<file path="config.mk">
export PLATFORM = sky130hd
export DESIGN_NAME = reload_down_timer
export DESIGN_NICKNAME = d
export VERILOG_FILES = /design/src/rtl/rdt_pkg.sv /design/src/rtl/rdt_regs.sv /design/src/rtl/rdt_count_core.sv /design/src/rtl/rdt_wave_out.sv /design/src/rtl/reload_down_timer.sv
export SDC_FILE = /design/constraint.sdc
export NUM_CORES = 1
export LEC_CHECK = 0
export ABC_AREA = 1
export BUFFER_PORTS_ARGS = -buffer_cell sky130_fd_sc_hd__clkbuf_2
export CORE_ASPECT_RATIO = 1.2
export CORE_UTILIZATION = 40
export CTS_BUF_LIST = sky130_fd_sc_hd__clkbuf_8
export DETAILED_ROUTE_END_ITERATION = 10
export MAX_ROUTING_LAYER = met4
export PLACE_DENSITY = 0.62
export SYNTH_ARGS = -nofsm -noshare
export SYNTH_HDL_FRONTEND = slang
export SYNTH_SLANG_ARGS = --single-unit
</file>
<file path="constraint.sdc">
create_clock -name clk -period 6 [get_ports clk]
set_input_delay 1.8 -clock clk [delete_from_list [all_inputs] [get_ports clk]]
set_output_delay 1.8 -clock clk [all_outputs]
set_load 0.05 [all_outputs]
</file>
<file path="src/rtl/rdt_pkg.sv">
package rdt_pkg;
  localparam int ADDR_CTRL   = 0;
  localparam int ADDR_RELOAD = 1;
  localparam int ADDR_COUNT  = 2;

  localparam int B_EN    = 0;
  localparam int B_TRG   = 1;
  localparam int B_UF    = 2;
  localparam int B_IRQEN = 3;
  localparam int B_RSEL  = 4;
  localparam int B_LVL   = 5;
  localparam int B_MODE  = 6;
  localparam int MODE_W  = 3;

  localparam logic [MODE_W-1:0] MODE_SW = '0;
endpackage

</file>
<file path="src/rtl/rdt_regs.sv">
module rdt_regs
  import rdt_pkg::*;
#(
  parameter int W  = 16,
  parameter int AW = 2
) (
  input  logic              clk,
  input  logic              rst,
  input  logic              wr,
  input  logic [AW-1:0]     addr,
  input  logic [W-1:0]      wdata,
  input  logic              uf_evt,
  input  logic [W-1:0]      count,
  output logic [W-1:0]      rdata,
  output logic              en_nx,
  output logic              rsel_nx,
  output logic              lvl_nx,
  output logic              start,
  output logic [W-1:0]      reload_q,
  output logic              en_q,
  output logic              lvl_q,
  output logic              flag_q,
  output logic              irqen_q,
  output logic [MODE_W-1:0] mode_q,
  output logic              irq
);
  logic              ctrl_wr, reload_wr;
  logic              rsel_q;
  logic              irqen_nx, flag_nx;
  logic [MODE_W-1:0] mode_nx;
  logic [W-1:0]      ctrl_view;

  assign ctrl_wr   = wr && (addr == AW'(ADDR_CTRL));
  assign reload_wr = wr && (addr == AW'(ADDR_RELOAD));

  always_comb begin
    en_nx    = ctrl_wr ? wdata[B_EN]    : en_q;
    irqen_nx = ctrl_wr ? wdata[B_IRQEN] : irqen_q;
    rsel_nx  = ctrl_wr ? wdata[B_RSEL]  : rsel_q;
    lvl_nx   = ctrl_wr ? wdata[B_LVL]   : lvl_q;
    mode_nx  = (ctrl_wr && !en_q) ? wdata[B_MODE +: MODE_W] : mode_q;
    start    = ctrl_wr && wdata[B_TRG] && en_nx && (mode_nx == MODE_SW);
    if (uf_evt)
      flag_nx = 1'b1;
    else if (ctrl_wr && !wdata[B_UF])
      flag_nx = 1'b0;
    else
      flag_nx = flag_q;
  end

  always_comb begin
    ctrl_view                   = '0;
    ctrl_view[B_EN]             = en_q;
    ctrl_view[B_UF]             = flag_q;
    ctrl_view[B_IRQEN]          = irqen_q;
    ctrl_view[B_RSEL]           = rsel_q;
    ctrl_view[B_LVL]            = lvl_q;
    ctrl_view[B_MODE +: MODE_W] = mode_q;
  end

  always_ff @(posedge clk) begin
    if (rst) begin
      en_q     <= 1'b0;
      irqen_q  <= 1'b0;
      rsel_q   <= 1'b0;
      lvl_q    <= 1'b0;
      mode_q   <= '0;
      flag_q   <= 1'b0;
      reload_q <= '0;
      irq      <= 1'b0;
      rdata    <= '0;
    end else begin
      en_q    <= en_nx;
      irqen_q <= irqen_nx;
      rsel_q  <= rsel_nx;
      lvl_q   <= lvl_nx;
      mode_q  <= mode_nx;
      flag_q  <= flag_nx;
      irq     <= flag_q && irqen_q;
      if (reload_wr)
        reload_q <= wdata;
      case (addr)
        AW'(ADDR_CTRL):   rdata <= ctrl_view;
        AW'(ADDR_RELOAD): rdata <= reload_q;
        AW'(ADDR_COUNT):  rdata <= count;
        default:          rdata <= '0;
      endcase
    end
  end
endmodule

</file>
<file path="src/rtl/rdt_count_core.sv">
module rdt_count_core #(
  parameter int W = 16
) (
  input  logic         clk,
  input  logic         rst,
  input  logic         start,
  input  logic         en_nx,
  input  logic         tick,
  input  logic         rsel_nx,
  input  logic [W-1:0] reload_q,
  output logic [W-1:0] count_q,
  output logic         run_q,
  output logic         uf_evt
);
  localparam logic [W-1:0] ALL_ONES = '1;

  assign uf_evt = run_q && en_nx && tick && !start && (count_q == '0);

  always_ff @(posedge clk) begin
    if (rst) begin
      count_q <= '0;
      run_q   <= 1'b0;
    end else if (start) begin
      count_q <= reload_q;
      run_q   <= 1'b1;
    end else if (!en_nx) begin
      run_q <= 1'b0;
    end else if (run_q && tick) begin
      if (uf_evt) begin
        if (rsel_nx) begin
          count_q <= reload_q;
        end else begin
          count_q <= ALL_ONES;
          run_q   <= 1'b0;
        end
      end else begin
        count_q <= count_q - 1'b1;
      end
    end
  end
endmodule

</file>
<file path="src/rtl/rdt_wave_out.sv">
module rdt_wave_out (
  input  logic clk,
  input  logic rst,
  input  logic en_nx,
  input  logic start,
  input  logic uf_evt,
  input  logic run_q,
  input  logic rsel_nx,
  input  logic lvl_nx,
  output logic pin_q
);
  always_ff @(posedge clk) begin
    if (rst)
      pin_q <= 1'b0;
    else if (!en_nx)
      pin_q <= lvl_nx;
    else if (start)
      pin_q <= rsel_nx ? lvl_nx : !lvl_nx;
    else if (uf_evt)
      pin_q <= rsel_nx ? !pin_q : lvl_nx;
    else if (!run_q)
      pin_q <= lvl_nx;
  end
endmodule

</file>
<file path="src/rtl/reload_down_timer.sv">
module reload_down_timer
  import rdt_pkg::*;
#(
  parameter int W  = 16,
  parameter int AW = 2
) (
  input  logic          clk,
  input  logic          rst,
  input  logic          bus_wr,
  input  logic [AW-1:0] bus_addr,
  input  logic [W-1:0]  bus_wdata,
  output logic [W-1:0]  bus_rdata,
  input  logic          cnt_tick,
  output logic          tmr_pin,
  output logic          tmr_irq
);
  logic              en_nx, rsel_nx, lvl_nx, start;
  logic              en_q, lvl_q, flag_q, irqen_q;
  logic [MODE_W-1:0] mode_q;
  logic [W-1:0]      reload_q, count_q;
  logic              run_q, uf_evt;

  rdt_regs #(.W(W), .AW(AW)) u_regs (
    .clk(clk), .rst(rst), .wr(bus_wr), .addr(bus_addr), .wdata(bus_wdata),
    .uf_evt(uf_evt), .count(count_q), .rdata(bus_rdata),
    .en_nx(en_nx), .rsel_nx(rsel_nx), .lvl_nx(lvl_nx), .start(start),
    .reload_q(reload_q), .en_q(en_q), .lvl_q(lvl_q), .flag_q(flag_q),
    .irqen_q(irqen_q), .mode_q(mode_q), .irq(tmr_irq)
  );

  rdt_count_core #(.W(W)) u_core (
    .clk(clk), .rst(rst), .start(start), .en_nx(en_nx), .tick(cnt_tick),
    .rsel_nx(rsel_nx), .reload_q(reload_q), .count_q(count_q),
    .run_q(run_q), .uf_evt(uf_evt)
  );

  rdt_wave_out u_wave (
    .clk(clk), .rst(rst), .en_nx(en_nx), .start(start), .uf_evt(uf_evt),
    .run_q(run_q), .rsel_nx(rsel_nx), .lvl_nx(lvl_nx), .pin_q(tmr_pin)
  );
endmodule

</file>
==> flow_summary.ini <==
[critical_path]
crit_path_end_kind = flop
slowest_delay_ns = 0.80
path_cells = clkbuf_2 > nor2_4 > nand2_2 > a21oi_1 > inv_1 > nand2_4 > clkinv_4 > o21ai_0 > a21oi_1
slowest_stage = a21oi_1
cp.arrival_ns = 4.28
cp.required_ns = 6.23
timing.rr.start = u_core.count_q[0]
critPathKind = in -> reg
crit_start = bus_addr[0]
cp-start-kind = primary input
crit_top_cell = a21oi_1
critPathMaxFanout = 22

[sta]
rsz0062_at_grt = no
drv_slew = 0
fin_crit_ns = 4.05
fmax_mhz = 247
skew_ns = 0.0113
tns_ns = 0
post-route-period-util_pct = 67.5
setup_viol = 0
final_hold_viol_count = 0
worst_pin_slew_ns = 1.10
slew_headroom_pct = 26.7

[pwr]
powerDensity_nw_per_um2 = 231
peakVddDrop_uv = 116
total_power_mw = 0.795
power_leakage_nw = 1.52

[cells_and_area]
layout_common_cells = 78 x nand2_1, 59 x dfxtp_1, 53 x inv_1
syn_to_final_growth_pct = 11.4
layout-drive-gt1-share_pct = 19.7
fillers = 749
multi_input_area_um2 = 1590
regArea_um2 = 1180
nets = 475
final_common_cell = nand2_1
n_antenna_cell = 0

[synth]
ys_ff_latch = 59
post_synth_inst_count = 421
synth_nets = 444
synth_top_area_cell = dfxtp_1
seq_area_frac_synth_pct = 38.2
synthTopCellsByArea = dfxtp_1 38%, nand2_1 9.5%, inv_1 6.2%, a21oi_1 5.7%, nand3_1 4.5%
synth_top_area_share_pct = 38.2
ys_types = 35
ys_warn_count = 0
syn_area_per_cell_um2 = 7.34
netlist_area_um2 = 3090

[cts]
postCtsHoldBufs = 0
htree_num_levels = 3
post_cts_buffers = 0
numClockSinks = 59
cts_buffers = 9
tritoncts = yes
worstSkewPairLatency_ns = 0.34
cts_resized = 0
clk_pin_slew_worst_paths_ns = 0.06
clk_path_buf_depth = 2
cts_root_buffer = clkbuf_8

[route]
drtIter0Drc = 155
firstDrtPassIters = 5
vias = 2828
drc = 0
drt-total-wl_um = 7680
wl_per_cell_um = 14.1
ant_nets = 0
viasPerCell = 5.18

[flow_run]
max-cap-violations = 0

[floorplan]
fp.dieArea_um2 = 8090
initial_core_util_pct = 42.0
fp-row-count = 34
dieWidth_um = 82.3
num_io_pins = 40
core_area_um2 = 7360
die_h_um = 98.3

[outcome]
status = finished clean

[placed_design]
dpl.hpwl_um = 5390
globalplace.congestion = 0.882
portBuffers = 39

[global_routing]
gr-total-overflow = 0
grt_pass1_vias = 2667
grt_max_degree = 33
grt_pass1_wl_um = 12800
grt_antenna_before_repair = 0
grtUsageTotal_pct = 21.7

[worst_hold_path]
hold_start = u_regs.irqen_q
hp-class = reg -> reg
[synthesized netlist by cell type (all sizes together)]
cell / n
or2: 3
xnor2: 4
inv: 51
clkbuf: 10
o22ai: 3
a31oi: 1
buf: 10
a21oi: 44
nor3: 7
nand3: 37
nand4: 11
nand3b: 2
xor2: 9
dfxtp: 59
o221ai: 1
ha: 1
o211ai: 11
and3: 1
nand2: 85
o21ai: 33
nor2: 36
o21bai: 1
clkinv: 1
[final timing paths]
path	slack, ns	to	cells after the start
worst max register to register	3.62	u_core.count_q[12]	9
worst min-delay path	0.45	u_regs.irq	2
worst max-delay path	1.95	u_core.count_q[0]	9
worst min register to register	0.45	u_regs.irq	2
[where the power goes]
| part | total, mW | internal, mW | switching, mW |
|---|---|---|---|
| registers | 0.406 | 0.402 | 0.00418 |
| logic | 0.0863 | 0.0250 | 0.0614 |
| clock network | 0.303 | 0.153 | 0.149 |
| total | 0.795 | 0.580 | 0.215 |
[layout make-up]
cell class / instances / area share (%)
Multi-Input combinational cell: 290 / 46.1
Clock buffer: 10 / 4.00
Clock inverter: 5 / 0.654
Tap cell: 90 / 3.27
Sequential cell: 59 / 34.3
Timing Repair Buffer: 40 / 5.88
Inverter: 52 / 5.81
[worst max-delay path, delay by kind of cell]
kind                   cells  cell delay, ns
AOI/OAI and AO/OA          3            1.09
buffers and inverters      3            0.67
and+or+nand+nor            3            0.72
[cell families after synthesis]
kind of cell             synth area share (%)
adder cells (fa/ha/maj)                 0.405
AND/OR/NAND/NOR                          29.6
flip-flops                               38.2
XOR/XNOR                                 3.68
AO/OA/AOI/OAI                            17.7
buffers and inverters                    10.4
[flip-flops by register name, summed over array words and instances, names as in the netlist]
name	count
u_wave.pin_q	1
u_regs.irqen_q	1
u_regs.rsel_q	1
u_regs.reload_q	16
u_regs.mode_q	3
u_regs.en_q	1
u_regs.flag_q	1
u_regs.rdata	16
u_core.count_q	16
u_regs.lvl_q	1
u_core.run_q	1
u_regs.irq	1
[routing by layer]
layer,vias up,track usage (%),part of all wire [%]
li1,1451,-,-
met1,1301,28.1,47
met2,66,32.5,47
met3,10,4.95,4.5
met4,0,8.10,2.0
met5,-,-,0
[stage by stage]
stage	worst slack, ns	util, %	hold WS [ns]	cell area, um^2	std cells
global route	1.61	46.8	0.483	3440	546
floorplan	2.81	-	0.417	3090	421
detailed placement	1.64	44.6	0.440	3280	531
CTS	1.99	46.8	0.450	3440	546
finish	1.95	46.8	0.446	3440	546
global placement	1.74	44.6	0.435	3280	531
No activity file was read; power rests on OpenSTA's default activity.
